### src/rtl/spi_wp_pkg.sv
package spi_wp_pkg;
  localparam int BYTE_W = 8;
  localparam int BIT_CW = $clog2(BYTE_W);
  localparam int ADDR_W = 9;
  localparam int LOCK_W = 3;
  localparam int NB_W   = 3;

  localparam logic [BYTE_W-1:0] OP_WREN  = 8'h06;
  localparam logic [BYTE_W-1:0] OP_WRDI  = 8'h04;
  localparam logic [BYTE_W-1:0] OP_WRITE = 8'h02;
  localparam logic [BYTE_W-1:0] OP_RDSR  = 8'h05;
  localparam logic [BYTE_W-1:0] OP_SETLK = 8'h1F;
endpackage

### src/rtl/spi_wp_shifter.sv
module spi_wp_shifter
  import spi_wp_pkg::*;
(
  input  logic              clk_i,
  input  logic              rst_ni,
  input  logic              cs_ni,
  input  logic              sck_i,
  input  logic              si_i,
  input  logic              so_load_i,
  input  logic [BYTE_W-1:0] so_data_i,
  output logic              byte_vld_o,
  output logic [BYTE_W-1:0] byte_o,
  output logic [NB_W-1:0]   byte_idx_o,
  output logic              cs_rise_o,
  output logic              aligned_o,
  output logic [NB_W-1:0]   nbytes_o,
  output logic              so_o
);
  logic cs_q, cs_d, sck_q, sck_d, si_q;
  logic rise, fall;
  logic [BIT_CW-1:0] bit_cnt;
  logic [BYTE_W-1:0] in_sr, out_sr;
  logic [NB_W-1:0]   nbytes;

  always_ff @(posedge clk_i or negedge rst_ni) begin
    if (!rst_ni) begin
      cs_q <= 1'b1; cs_d <= 1'b1;
      sck_q <= 1'b0; sck_d <= 1'b0; si_q <= 1'b0;
    end else begin
      cs_q <= cs_ni; cs_d <= cs_q;
      sck_q <= sck_i; sck_d <= sck_q; si_q <= si_i;
    end
  end

  assign rise      = !cs_q && sck_q && !sck_d;
  assign fall      = !cs_q && !sck_q && sck_d;
  assign cs_rise_o = cs_q && !cs_d;
  assign aligned_o = (bit_cnt == '0);
  assign nbytes_o  = nbytes;

  // input byte assembly
  always_ff @(posedge clk_i or negedge rst_ni) begin
    if (!rst_ni) begin
      bit_cnt <= '0; in_sr <= '0; nbytes <= '0;
      byte_vld_o <= 1'b0; byte_o <= '0; byte_idx_o <= '0;
    end else begin
      byte_vld_o <= 1'b0;
      if (cs_q) begin
        bit_cnt <= '0;
        nbytes  <= '0;
      end else if (rise) begin
        in_sr   <= {in_sr[BYTE_W-2:0], si_q};
        bit_cnt <= bit_cnt + 1'b1;
        if (bit_cnt == BIT_CW'(BYTE_W-1)) begin
          byte_vld_o <= 1'b1;
          byte_o     <= {in_sr[BYTE_W-2:0], si_q};
          byte_idx_o <= nbytes;
          if (nbytes != '1) nbytes <= nbytes + 1'b1;
        end
      end
    end
  end

  // output shifting on falling edges
  always_ff @(posedge clk_i or negedge rst_ni) begin
    if (!rst_ni) begin
      out_sr <= '0; so_o <= 1'b0;
    end else if (cs_q) begin
      out_sr <= '0; so_o <= 1'b0;
    end else if (so_load_i) begin
      out_sr <= so_data_i;
    end else if (fall) begin
      so_o   <= out_sr[BYTE_W-1];
      out_sr <= {out_sr[BYTE_W-2:0], 1'b0};
    end
  end
endmodule

### src/rtl/spi_wp_lock_gate.sv
module spi_wp_lock_gate
  import spi_wp_pkg::*;
#(
  parameter int AW   = ADDR_W,
  parameter int EDGE = 16
) (
  input  logic [LOCK_W-1:0] code_i,
  input  logic [AW-1:0]     addr_i,
  output logic              locked_o
);
  localparam int TOP = 1 << AW;
  logic [1:0] quarter;
  int unsigned a;

  assign quarter = addr_i[AW-1:AW-2];
  assign a       = 32'(addr_i);

  always_comb begin
    unique case (code_i)
      3'd1:    locked_o = (quarter == 2'd0);
      3'd2:    locked_o = (quarter == 2'd1);
      3'd3:    locked_o = (quarter == 2'd2);
      3'd4:    locked_o = (quarter == 2'd3);
      3'd5:    locked_o = !addr_i[AW-1];
      3'd6:    locked_o = (a < EDGE);
      3'd7:    locked_o = (a >= TOP - EDGE);
      default: locked_o = 1'b0;
    endcase
  end
endmodule

### src/rtl/spi_wp_ctrl.sv
module spi_wp_ctrl
  import spi_wp_pkg::*;
#(
  parameter int BUSY_CYCLES = 64
) (
  input  logic              clk_i,
  input  logic              rst_ni,
  input  logic              byte_vld_i,
  input  logic [BYTE_W-1:0] byte_i,
  input  logic [NB_W-1:0]   byte_idx_i,
  input  logic              cs_rise_i,
  input  logic              aligned_i,
  input  logic [NB_W-1:0]   nbytes_i,
  input  logic              locked_i,
  output logic [ADDR_W-1:0] addr_o,
  output logic [LOCK_W-1:0] lock_o,
  output logic              wel_o,
  output logic              so_load_o,
  output logic [BYTE_W-1:0] so_data_o,
  output logic              wr_grant_o,
  output logic [ADDR_W-1:0] wr_addr_o,
  output logic [BYTE_W-1:0] wr_data_o,
  output logic              busy_o
);
  localparam int CNT_W = $clog2(BUSY_CYCLES + 1);

  logic [BYTE_W-1:0] op_q, pend_q, dat_q, alo_q;
  logic              ahi_q;
  logic [CNT_W-1:0]  busy_cnt;
  logic              go;

  assign busy_o    = (busy_cnt != '0);
  assign addr_o    = {ahi_q, alo_q};
  assign go        = cs_rise_i && aligned_i && (nbytes_i != '0) && !busy_o;
  assign so_load_o = byte_vld_i && (byte_idx_i == '0) && (byte_i == OP_RDSR);
  assign so_data_o = {busy_o, wel_o, {(BYTE_W-2-LOCK_W){1'b0}}, lock_o};

  always_ff @(posedge clk_i or negedge rst_ni) begin
    if (!rst_ni) begin
      op_q <= '0; pend_q <= '0; dat_q <= '0; alo_q <= '0; ahi_q <= 1'b0;
      busy_cnt <= '0; wel_o <= 1'b0; lock_o <= '0;
      wr_grant_o <= 1'b0; wr_addr_o <= '0; wr_data_o <= '0;
    end else begin
      wr_grant_o <= 1'b0;
      if (busy_o) busy_cnt <= busy_cnt - 1'b1;
      if (byte_vld_i) begin
        case (byte_idx_i)
          3'd0:    op_q  <= byte_i;
          3'd1:    ahi_q <= byte_i[0];
          3'd2:    alo_q <= byte_i;
          3'd3:    dat_q <= byte_i;
          default: ;
        endcase
        if (byte_idx_i != '0) pend_q <= byte_i;
      end
      if (go) begin
        case (op_q)
          OP_WREN: if (nbytes_i == 3'd1) wel_o <= 1'b1;
          OP_WRDI: if (nbytes_i == 3'd1) wel_o <= 1'b0;
          OP_WRITE:
            if (nbytes_i == 3'd4 && wel_o && !locked_i) begin
              wr_grant_o <= 1'b1;
              wr_addr_o  <= addr_o;
              wr_data_o  <= dat_q;
              wel_o      <= 1'b0;
              busy_cnt   <= CNT_W'(BUSY_CYCLES);
            end
          OP_SETLK:
            if (nbytes_i >= 3'd2 && wel_o) begin
              wel_o <= 1'b0;
              if (pend_q[BYTE_W-1:LOCK_W] == '0) begin
                lock_o   <= pend_q[LOCK_W-1:0];
                busy_cnt <= CNT_W'(BUSY_CYCLES);
              end
            end
          default: ;
        endcase
      end
    end
  end
endmodule

### src/rtl/spi_wp_top.sv
module spi_wp_top
  import spi_wp_pkg::*;
#(
  parameter int BUSY_CYCLES = 64
) (
  input  logic              clk_i,
  input  logic              rst_ni,
  input  logic              cs_ni,
  input  logic              sck_i,
  input  logic              si_i,
  output logic              so_o,
  output logic              wr_grant_o,
  output logic [ADDR_W-1:0] wr_addr_o,
  output logic [BYTE_W-1:0] wr_data_o,
  output logic              busy_o
);
  logic              byte_vld, cs_rise, aligned, so_load, locked, wel;
  logic [BYTE_W-1:0] byte_val, so_data;
  logic [NB_W-1:0]   byte_idx, nbytes;
  logic [ADDR_W-1:0] req_addr;
  logic [LOCK_W-1:0] lock_code;

  spi_wp_shifter u_shift (
    .clk_i, .rst_ni, .cs_ni, .sck_i, .si_i,
    .so_load_i (so_load),  .so_data_i (so_data),
    .byte_vld_o(byte_vld), .byte_o    (byte_val),
    .byte_idx_o(byte_idx), .cs_rise_o (cs_rise),
    .aligned_o (aligned),  .nbytes_o  (nbytes),
    .so_o
  );

  spi_wp_lock_gate u_gate (
    .code_i(lock_code), .addr_i(req_addr), .locked_o(locked)
  );

  spi_wp_ctrl #(.BUSY_CYCLES(BUSY_CYCLES)) u_ctrl (
    .clk_i, .rst_ni,
    .byte_vld_i(byte_vld), .byte_i   (byte_val), .byte_idx_i(byte_idx),
    .cs_rise_i (cs_rise),  .aligned_i(aligned),  .nbytes_i  (nbytes),
    .locked_i  (locked),   .addr_o   (req_addr), .lock_o    (lock_code),
    .wel_o     (wel),      .so_load_o(so_load),  .so_data_o (so_data),
    .wr_grant_o, .wr_addr_o, .wr_data_o, .busy_o
  );
endmodule

### config.mk
export PLATFORM = sky130hd
export DESIGN_NAME = spi_wp_top
export DESIGN_NICKNAME = d
export VERILOG_FILES = /design/src/rtl/spi_wp_pkg.sv /design/src/rtl/spi_wp_shifter.sv /design/src/rtl/spi_wp_lock_gate.sv /design/src/rtl/spi_wp_ctrl.sv /design/src/rtl/spi_wp_top.sv
export SDC_FILE = /design/constraint.sdc
export NUM_CORES = 1
export LEC_CHECK = 0
export ABC_AREA = 1
export ABC_CLOCK_PERIOD_IN_PS = 2000
export BUFFER_PORTS_ARGS = -buffer_cell sky130_fd_sc_hd__buf_2
export CAP_MARGIN = 20
export CORE_MARGIN = 3
export CORE_UTILIZATION = 35
export CTS_CLUSTER_DIAMETER = 120
export DETAILED_ROUTE_END_ITERATION = 8
export GPL_TIMING_DRIVEN = 0
export HOLD_SLACK_MARGIN = 0.02
export PLACE_DENSITY = 0.48
export RECOVER_POWER = 25
export SLEW_MARGIN = 10
export SYNTH_ARGS = -nofsm -noshare
export SYNTH_HDL_FRONTEND = slang
export SYNTH_SLANG_ARGS = --single-unit
### constraint.sdc
create_clock -name clk_i -period 2 [get_ports clk_i]
set_input_delay 0.1 -clock clk_i [delete_from_list [all_inputs] [get_ports clk_i]]
set_output_delay 0.1 -clock clk_i [all_outputs]
set_load 0.01 [all_outputs]
# Word level (Yosys, flattened, before mapping)
# Index checks and enable logic that the tools add are counted.
# classes
n_eq_ne,27
magnitude_cmp,3
mux,30
n_reduce_logical,45
multipliers,0
n_addsub,3
n_div,0
bitwise,1
shift,0
# op_table
op,n
$mux 7,5
$eq 8x3->1 const B,3
$mux 8,3
$eq 3x3->1 const B,6
$mux 3,6
$pmux 7 s2,1
$reduce_and 2->1,7
$logic_and 1x1->1,13
$mux 1,13
$eq 3x2->1 const B,4
$ne 2x1->1 const B,5
$eq 3x1->1 const B,3
$ge 9x9->1 const B,1
$lt 9x5->1 const B,1
$reduce_and 3->1,3
$reduce_bool 3->1,3
$eq 8x2->1 const B,1
$eq 8x5->1 const B,1
$reduce_bool 2->1,4
$logic_not 1->1,7
$pmux 1 s7,1
$reduce_bool 7->1,1
$sub 7x1->7 const B,1
$add 3x1->3 const B,2
other kinds (12),14
# totals
wordCells,133
ff_bits,101
mem_bits_rw,0
in_bits,5
latchBits,0
memories,0
rom_bits,0
out_inout_bits,20

# Longest topological paths before layout
# Gate-level depths: netlist of run 1.
# depth
depth_word,7
ltp_mapped,14
ltp_nobuf,12

# By module
# A second synthesis of run 1 with hierarchy kept.
# unflattened
cells_unflattened,533
area_unflattened_um2,4521.8
# by_module_without_submodules
module,seq_area_each_um2,area_each_um2,instances,cells_each
spi_wp_ctrl,1551.5,2731.4,1,316
spi_wp_shifter,978.4,1707.9,1,198
spi_wp_lock_gate,0.0,82.6,1,19

# Worst setup path before layout of run 1
# No wires, ideal clock.
# synth_timing
path_kind,reg2reg
startpoint,register u_ctrl.busy_cnt[0]
endpoint,register u_ctrl.wr_addr_o[4]
setup_ps,65
stages_incl_launch_ff,15
t_arrival_ps,1661
setup_slack_ps,274
path_buffers,2
synth_period_minus_slack_ps,1726
required_ps,1935
cell_sequence,dfrtp_1 > inv_1 > ha_1 > nand2_2 > nor2_4 > nand3b_4 > clkinv_2 > nand2_4 > clkinv_2 > nand2_2 > buf_6 > nor2_8 > buf_8 > nand2_1 > nand2_1
# synth_between
elab_chain_cells,4
# synth_lines
item,line,text
start: declaration,spi_wp_ctrl.sv:29,logic [CNT_W-1:0] busy_cnt;
start signal: assignment,spi_wp_ctrl.sv:45,if (busy_o) busy_cnt <= busy_cnt - 1'b1;
start signal: assignment,spi_wp_ctrl.sv:66,busy_cnt <= CNT_W'(BUSY_CYCLES);
start signal: assignment,spi_wp_ctrl.sv:73,busy_cnt <= CNT_W'(BUSY_CYCLES);
$reduce_bool 7->1,spi_wp_ctrl.sv:32,assign busy_o = (busy_cnt != '0);
named net busy_o,spi_wp_top.sv:15,output logic busy_o
$logic_not 1->1,spi_wp_ctrl.sv:34,assign go = cs_rise_i && aligned_i && (nbytes_i != '0) && !busy_o;
$logic_and 1x1->1,spi_wp_ctrl.sv:34,
$reduce_and 3->1 (no source line),n/a,
end signal: assignment,spi_wp_ctrl.sv:63,wr_addr_o <= addr_o;
end: declaration,spi_wp_ctrl.sv:21,"output logic [ADDR_W-1:0] wr_addr_o,"
# The timed path passes the listed nets, and every way through them passes these cells.
# A chain may end at the register's enable or synchronous reset.

# Final worst setup path of run 1
# layout_timing
startpoint,register u_ctrl.busy_cnt[1]
endpoint,register u_ctrl.wr_addr_o[4]
# layout_between
elab_chain_cells,4
# layout_lines
item,line
$reduce_bool 7->1,spi_wp_ctrl.sv:32
$logic_not 1->1,spi_wp_ctrl.sv:34
$logic_and 1x1->1,spi_wp_ctrl.sv:34
$reduce_and 3->1 (no source line),n/a
# Every way passes these cells.

==> results of run 1 <==
## flip-flops by register name, summed over array words and instances, names as in the netlist, 8 cells and up
register,count
u_ctrl.alo_q,8
u_ctrl.dat_q,8
u_ctrl.wr_data_o,8
u_ctrl.op_q,8
u_shift.out_sr,8
u_ctrl.wr_addr_o,9
u_ctrl.pend_q,8
u_shift.byte_o,8
## worst reg2reg max path, cell delays in order, from the launching register on
cell and delay, ps:
sky130_fd_sc_hd__dfrtp_1 370, sky130_fd_sc_hd__inv_1 70, sky130_fd_sc_hd__ha_2 180, sky130_fd_sc_hd__nand2_2 90, sky130_fd_sc_hd__nor2_4 120, sky130_fd_sc_hd__nand3b_4 140, sky130_fd_sc_hd__inv_6 90, sky130_fd_sc_hd__nand2_4 50
sky130_fd_sc_hd__clkinv_2 70, sky130_fd_sc_hd__nand2_2 60, sky130_fd_sc_hd__buf_6 140, sky130_fd_sc_hd__nor2_8 140, sky130_fd_sc_hd__buf_8 140, sky130_fd_sc_hd__nand2_1 60, sky130_fd_sc_hd__nand2_1 60
## kinds of logic after synthesis
| family | share of synthesized area (%) |
|---|---|
| XOR/XNOR | 0.8061 |
| buffers and inverters | 6.419 |
| adder cells (fa/ha/maj) | 2.303 |
| AND/OR/NAND/NOR | 20.61 |
| flip-flops | 58.20 |
| AO/OA/AOI/OAI | 11.66 |
## layout by cell type (no fill, tap or decap), types with 4 or more instances in the layout
cell type                       Yosys  final
sky130_fd_sc_hd__nand2_1          157    157
sky130_fd_sc_hd__dfrtp_1           99     99
sky130_fd_sc_hd__o21ai_0           82     81
sky130_fd_sc_hd__inv_1             50     49
sky130_fd_sc_hd__nor2_1            25     25
sky130_fd_sc_hd__buf_2              2     25
sky130_fd_sc_hd__nand3_1           15     15
sky130_fd_sc_hd__clkbuf_1          10      9
sky130_fd_sc_hd__clkbuf_16          0      9
sky130_fd_sc_hd__buf_4              0      8
sky130_fd_sc_hd__a21oi_1            7      7
sky130_fd_sc_hd__ha_1               8      7
sky130_fd_sc_hd__dlygate4sd3_1      0      4
## power by group
group / internal, mW / total [mW] / switching [mW]
registers: 2.08 / 2.10 / 0.0179
clock network: 0.962 / 1.71 / 0.750
logic: 0.0310 / 0.117 / 0.0861
total: 3.08 / 3.93 / 0.854
## per-stage QoR
step                instance area [um2]  setup TNS (ps)
floorplan                          4347               0
global placement                   4677          -28500
detailed placement                 4711               0
CTS                                5042               0
global route                       5100          -8.545
finish                             5100               0
## how the worst max path moves through the flow
stage                        from                  end  slack (ps)  cells after the start
5_1_grt        u_ctrl.busy_cnt[1]  u_ctrl.wr_addr_o[2]          -8                     12
3_3_place_gp               rst_ni        u_shift.sck_q        -300                      1
4_1_cts        u_ctrl.busy_cnt[0]  u_ctrl.wr_addr_o[4]          30                     14
3_5_place_dp   u_ctrl.busy_cnt[0]  u_ctrl.wr_addr_o[3]          10                     12
2_1_floorplan  u_ctrl.busy_cnt[0]  u_ctrl.wr_addr_o[4]         270                     14
6_report       u_ctrl.busy_cnt[1]  u_ctrl.wr_addr_o[4]         150                     14
## metal layers
layer | vias up | global-route usage (%)
met5 | - | 0
met2 | 35 | 22.25
met3 | 10 | 3.809
met4 | 0 | 3.959
met1 | 1531 | 19.42
li1 | 1649 | -
## cell type report
cell class | instances | share of cell area (%)
Sequential cell | 101 | 49.61
Multi-Input combinational cell | 321 | 30.42
Timing Repair Buffer | 37 | 4.588
Clock buffer | 9 | 4.416
Tap cell | 168 | 4.122
Inverter | 54 | 4.097
Buffer | 14 | 1.472
Clock inverter | 6 | 1.276
## timing repair
action | in CTS | in global routing
setup buffers | 0 | 8
gates resized for setup | 1 | 7
pin swaps | 0 | 1
cloned | 0 | 0
hold endpoints to repair | 102 | 0
setup endpoints to repair | 1 | 26
hold buffers | 4 | 0
==> run metrics, run 1 <==
status completed; post-placement setup slack 11.68 ps; layout overhead on the synthesized area 17.33%; ratio of cells with drive above 1 in the final layout 13.28%; crit-path max FO 10; critical path endpoint category register; CTS Sinks 101; antenna violation net count after detailed routing 0; antenna violations before repair 0; Vert. Die Dim 117.4 um; maximum cell stage delay along the critical path 370 ps; sequential fraction of the synthesis area 58.20%; routed length on met2 4092 um; maximum buffer depth of the clock tree 2; portion of synthesized cell area occupied by the leading cell type 56.99%; total iterations of the first detailed-routing run 4; leakage 2.574 nW; number of CTS-inserted buffers 9; startpoint of the worst-slack reg-to-reg timing path u_ctrl.busy_cnt[1]; worst path arrival time 2130 ps; vias in the first global route 3,204; VDD IR max 0.4010 mV; final worst-path setup slack 149.8 ps; Vias 3,225; required arrival time at the worst endpoint 2280 ps; Final Total Pwr 3.929 mW; clock root buffer master sky130_fd_sc_hd__clkbuf_16; maximum number of pins on one net before global-route repair 74; Syn Inst Count 490; number of flops mapped to enable cells by yosys 0; ordered list of cells on the worst path inv_1 -> ha_2 -> nand2_2 -> nor2_4 -> nand3b_4 -> inv_6 -> nand2_4 -> clkinv_2 -> nand2_2 -> buf_6 -> nor2_8 -> buf_8 -> nand2_1 -> nand2_1; Top FF cell, synth sky130_fd_sc_hd__dfrtp_1; synthesized area 4347 um2; routability-driven placement congestion ratio 0.7403; top layer reached by signal wires met4; Met1 Wirelength 4423 um; CP Class register to register; number of warnings reported in the yosys synthesis log 0; CTS tree built; depth of the most critical reg-to-reg path 14; max-cap check violation count 0; routed length per placed instance 12.52 um; top cells by instance count after synthesis sky130_fd_sc_hd__nand2_1 (157), sky130_fd_sc_hd__dfrtp_1 (99), sky130_fd_sc_hd__o21ai_0 (82), sky130_fd_sc_hd__inv_1 (50), sky130_fd_sc_hd__nor2_1 (25); achievable clock frequency 540.5 MHz; Total GRT Usage 14.16%; final slew viol count 0; final cell count without fillers 710; die span in x 117.4 um; drt drc 0; flop-to-flop setup slack 150 ps; Filler cells 1,232; final-report setup violation count 0; asr flop ratio synth 100.0%; worst slew pin tran 974.2 ps; CTS H-tree depth 3; distinct cell type count of the synthesized netlist 33; number of hold violations in the final report 0; worst max-slew margin expressed relative to the limit 35.06%; number of cells after detailed placement 683; footprint of the flip-flops and latches 2530 um2; post-layout net count 551; hold slack final 185.1 ps; starting utilization of the core area 36.04%; total met3 wirelength after detailed routing 262 um; Area contributors post-synth sky130_fd_sc_hd__dfrtp_1 (57%), sky130_fd_sc_hd__nand2_1 (14%), sky130_fd_sc_hd__o21ai_0 (9.4%); final antenna diode count 0; top-count cell post-synth sky130_fd_sc_hd__nand2_1; area of the die 13,790 um2; multi-input combinational cell area 1551 um2; Worst-path clk slew 70 ps; Remaining Overflow, GRT 0; detailed-route wire length 8889 um; placeable core area 12,060 um2; DRC violation total after the first TritonRoute iteration 223; kind of start point of the critical path register; detail-routed via count per cell 4.542; Layout Skew 4.561 ps; Post-Syn Area per Cell 8.871 um2; number of primary I/O pins 25; total of buffers placed on input and output ports 24; synthesized netlist net count 503; post-detailed-placement half-perimeter wirelength 6408 um; endpoint of the lowest-slack register-to-register path u_ctrl.wr_addr_o[4]; number of placement rows 40; final design utilization 42.28%; cell type with the highest aggregate area in the netlist sky130_fd_sc_hd__dfrtp_1; family of cells with the greatest summed delay on the critical path simple AND/OR/NAND/NOR gates; Buf/Inv on CP 5; Pwr Density 770.4 nW/um2; post-route fraction of the period consumed by the critical path 92.51%; final worst path period need 1850 ps; Clk Latency, worst-skew pair 340 ps; Hold WC Path Type primary input to asynchronous set/reset pin; cell type of the slowest stage on the worst timing path sky130_fd_sc_hd__dfrtp_1; post-synthesis sequential element count 101; global-route wire length before repair 15,870 um
Power figures use the tool's default switching activity.
==> run 2: changes to the inputs <==
--- a/config.mk
+++ b/config.mk
@@ -5,7 +5,6 @@
 export SDC_FILE = /design/constraint.sdc
 export NUM_CORES = 1
 export LEC_CHECK = 0
-export ABC_AREA = 1
 export ABC_CLOCK_PERIOD_IN_PS = 2000
 export BUFFER_PORTS_ARGS = -buffer_cell sky130_fd_sc_hd__buf_2
 export CAP_MARGIN = 20
==> run 2 against run 1 <==
The flow now finishes with violations (negative setup slack); power up 0.75%; synthesized area down 0.63%; non-clock buffer count up 3; sequential cell count unchanged; routed wire length down 5.3%; fmax down 25%; via count down 19%; combinational power up 21%; global-route usage down 0.50 points; worst hold slack better by 170 ps; worst setup slack worse by 620 ps.
==> run metrics, run 2 <==
ratio of cells with drive above 1 in the final layout 39.90%; Layout Skew 8.927 ps; detail-routed via count per cell 4.747; xor/xnor cell area share of the yosys netlist 1.014%; worst slew pin tran 742.3 ps; number of hold violations in the final report 0; Pwr Density 755.7 nW/um2; Worst-path clk slew 70 ps; footprint of the flip-flops and latches 2530 um2; unrepaired setup endpoints after global routing yes; vias in the first global route 2,631; starting utilization of the core area 36.73%; worst path arrival time 2690 ps; leakage 2.595 nW; cell type with the highest aggregate area in the netlist sky130_fd_sc_hd__dfrtp_1; die span in x 117.1 um; cell type of the slowest stage on the worst timing path sky130_fd_sc_hd__or4b_4; sequential fraction of the synthesis area 58.57%; post-place instance area 4700 um2; Non-Filler Cell Area, Final 5238 um2; worst max-slew margin expressed relative to the limit 50.33%; max-cap check violation count 0; largest family of logic cells by synthesized area multiplexers; synthesized area 4319 um2; number of warnings reported in the yosys synthesis log 0; final design utilization 44.54%; number of CTS-inserted buffers 9; share of synthesized area spent on multiplexers 19.67%; achievable clock frequency 405.4 MHz; distinct cell type count of the synthesized netlist 45; Remaining Overflow, GRT 0; ordered list of cells on the worst path inv_2 -> ha_4 -> or4b_4 -> a2111oi_4 -> nand2_1 -> or3_1 -> buf_6 -> buf_12 -> mux2_4; area of the die 13,710 um2; adder-cell share of the synthesized area 2.317%; leading cell types in the layout, fill and taps excluded sky130_fd_sc_hd__dfrtp_1 (99), sky130_fd_sc_hd__mux2_2 (61), sky130_fd_sc_hd__buf_2 (25); antenna violation net count after detailed routing 0; final-report setup violation count 37; Top FF cell, synth sky130_fd_sc_hd__dfrtp_1; violated checks negative setup slack; Total GRT Usage 13.66%; required arrival time at the worst endpoint 2230 ps; clock root buffer master sky130_fd_sc_hd__clkbuf_16; Area contributors post-synth sky130_fd_sc_hd__dfrtp_1 (57%), sky130_fd_sc_hd__mux2_2 (16%), sky130_fd_sc_hd__mux2_4 (2.8%); layout overhead on the synthesized area 21.26%; final worst-path setup slack -466.8 ps; number of primary I/O pins 25; CTS H-tree depth 3; flop-to-flop setup slack -470 ps; post-layout net count 394; flip-flop count of the largest register after layout 9; routability-driven placement congestion ratio 0.7335; Final Total Pwr 3.958 mW; placeable core area 11,760 um2; post-detailed-placement half-perimeter wirelength 5555 um; compound-gate portion of the synthesized area 5.475%; Synth Area in Simple Gates 10.69%; hold slack final 350.9 ps; final antenna diode count 0; depth of the most critical reg-to-reg path 9; total of buffers placed on input and output ports 24; VDD IR max 0.3583 mV; drt drc 0; Clk Latency, worst-skew pair 340 ps; maximum buffer depth of the clock tree 2; most common cell after layout, fill and taps aside sky130_fd_sc_hd__dfrtp_1; maximum cell stage delay along the critical path 490 ps; maximum number of pins on one net before global-route repair 73; crit-path max FO 10; critical path endpoint category register; Hold WC Path Type primary input to asynchronous set/reset pin; status complete, but fails checks; top cells by instance count after synthesis sky130_fd_sc_hd__dfrtp_1 (99), sky130_fd_sc_hd__mux2_2 (63), sky130_fd_sc_hd__nor2_1 (19), sky130_fd_sc_hd__nand2_1 (15), sky130_fd_sc_hd__inv_1 (12); kind of start point of the critical path register; global-route wire length before repair 14,010 um; post-placement setup slack -685.2 ps; final worst path period need 2467 ps; portion of synthesized cell area occupied by the leading cell type 57.36%; CTS tree built; post-route fraction of the period consumed by the critical path 123.3%; Top reg by flops u_ctrl.wr_addr_o; antenna violations before repair 0; detailed-route wire length 8414 um; asr flop ratio synth 100.0%; routed length per placed instance 15.30 um; synthesized netlist net count 339; Vias 2,611; Syn Inst Count 326; CTS Sinks 101; post-synthesis sequential element count 101; CP Class register to register; multi-input combinational cell area 1782 um2; DRC violation total after the first TritonRoute iteration 116; number of flops mapped to enable cells by yosys 0; Filler cells 1,089; Post-Syn Area per Cell 13.25 um2; total iterations of the first detailed-routing run 4; final slew viol count 0; Vert. Die Dim 117.1 um; top-count cell post-synth sky130_fd_sc_hd__dfrtp_1; number of placement rows 39
run 2: changes by cell type after synthesis, sizes merged, moves of 10 or more:
| cell | before | now |
|---|---|---|
| nand2 | 161 | 15 |
| o21ai | 82 | 8 |
| mux2 | 0 | 71 |
| inv | 51 | 12 |
| nand3 | 15 | 5 |
| nor2 | 29 | 19 |
run 2: area by class of cell:
class                   count  share of cell area (%)
flip-flops and latches    101                   48.30
multi-input cells         203                   34.02
repair buffers             45                   6.187
clock buffers              12                   4.897
well taps                 164                   3.918
plain buffers               9                   1.242
inverters                  12                  0.8600
clock inverters             4                  0.5733
run 2: per-layer routing:
layer | share of wire (%) | routed length (um) | vias up | GRT usage (%)
li1 | - | - | 1274 | -
met3 | 2.3 | 196 | 7 | 3.393
met4 | 1.2 | 100 | 0 | 5.275
met5 | 0 | 0 | - | 0
met1 | 51 | 4311 | 1310 | 19.09
met2 | 45 | 3804 | 20 | 20.52
run 2: logic make-up after synthesis:
kind of cell,after synthesis
simple gates,82
mux,73
xor+xnor,5
fa+ha+maj,8
flops,101
compound gates,35
buf+inv,22
run 2: worst paths after layout:
path,startpoint,to
max,u_ctrl.busy_cnt[0],u_ctrl.wr_data_o[3]
min,rst_ni,u_ctrl.wr_data_o[0]
max reg2reg,u_ctrl.busy_cnt[0],u_ctrl.wr_data_o[3]
min reg2reg,u_shift.cs_q,u_shift.cs_d
max in group asynchronous,rst_ni,u_shift.nbytes_o[0]
min in group clk_i,u_shift.cs_q,u_shift.cs_d
run 2: stage by stage:
stage	setup TNS, ps	instances
after floorplan	-5058	326
after global placement	-49430	514
after detailed placement	-16660	516
after CTS	-9773	547
after global routing	-13490	550
final	-9538	550
run 2: worst max-delay path, delay by kind of cell (launching register included):
kind                     cells  cell delay [ps]
AO/OA/AOI/OAI                1              230
adder cells (fa/ha/maj)      1              140
buffers and inverters        3              370
flip-flops                   1              390
multiplexers                 1              290
AND/OR/NAND/NOR              3              930
run 2: repair_timing:
action | 4_1_cts | 5_1_grt
endpoints found under the hold margin | 102 | 0
gates cloned | 0 | 0
setup endpoints to repair | 44 | 49
resized for setup | 20 | 11
pin swaps | 0 | 3
setup buffers | 14 | 6
hold buffers | 4 | 0
run 2: where the power goes:
group / total, mW / switching (mW) / leakage, nW / internal, mW
combinational: 0.141 / 0.0757 / 1.07 / 0.0653
sequential: 2.15 / 0.0408 / 1.39 / 2.11
clock: 1.67 / 0.749 / 0.139 / 0.917
total: 3.96 / 0.866 / 2.59 / 3.09
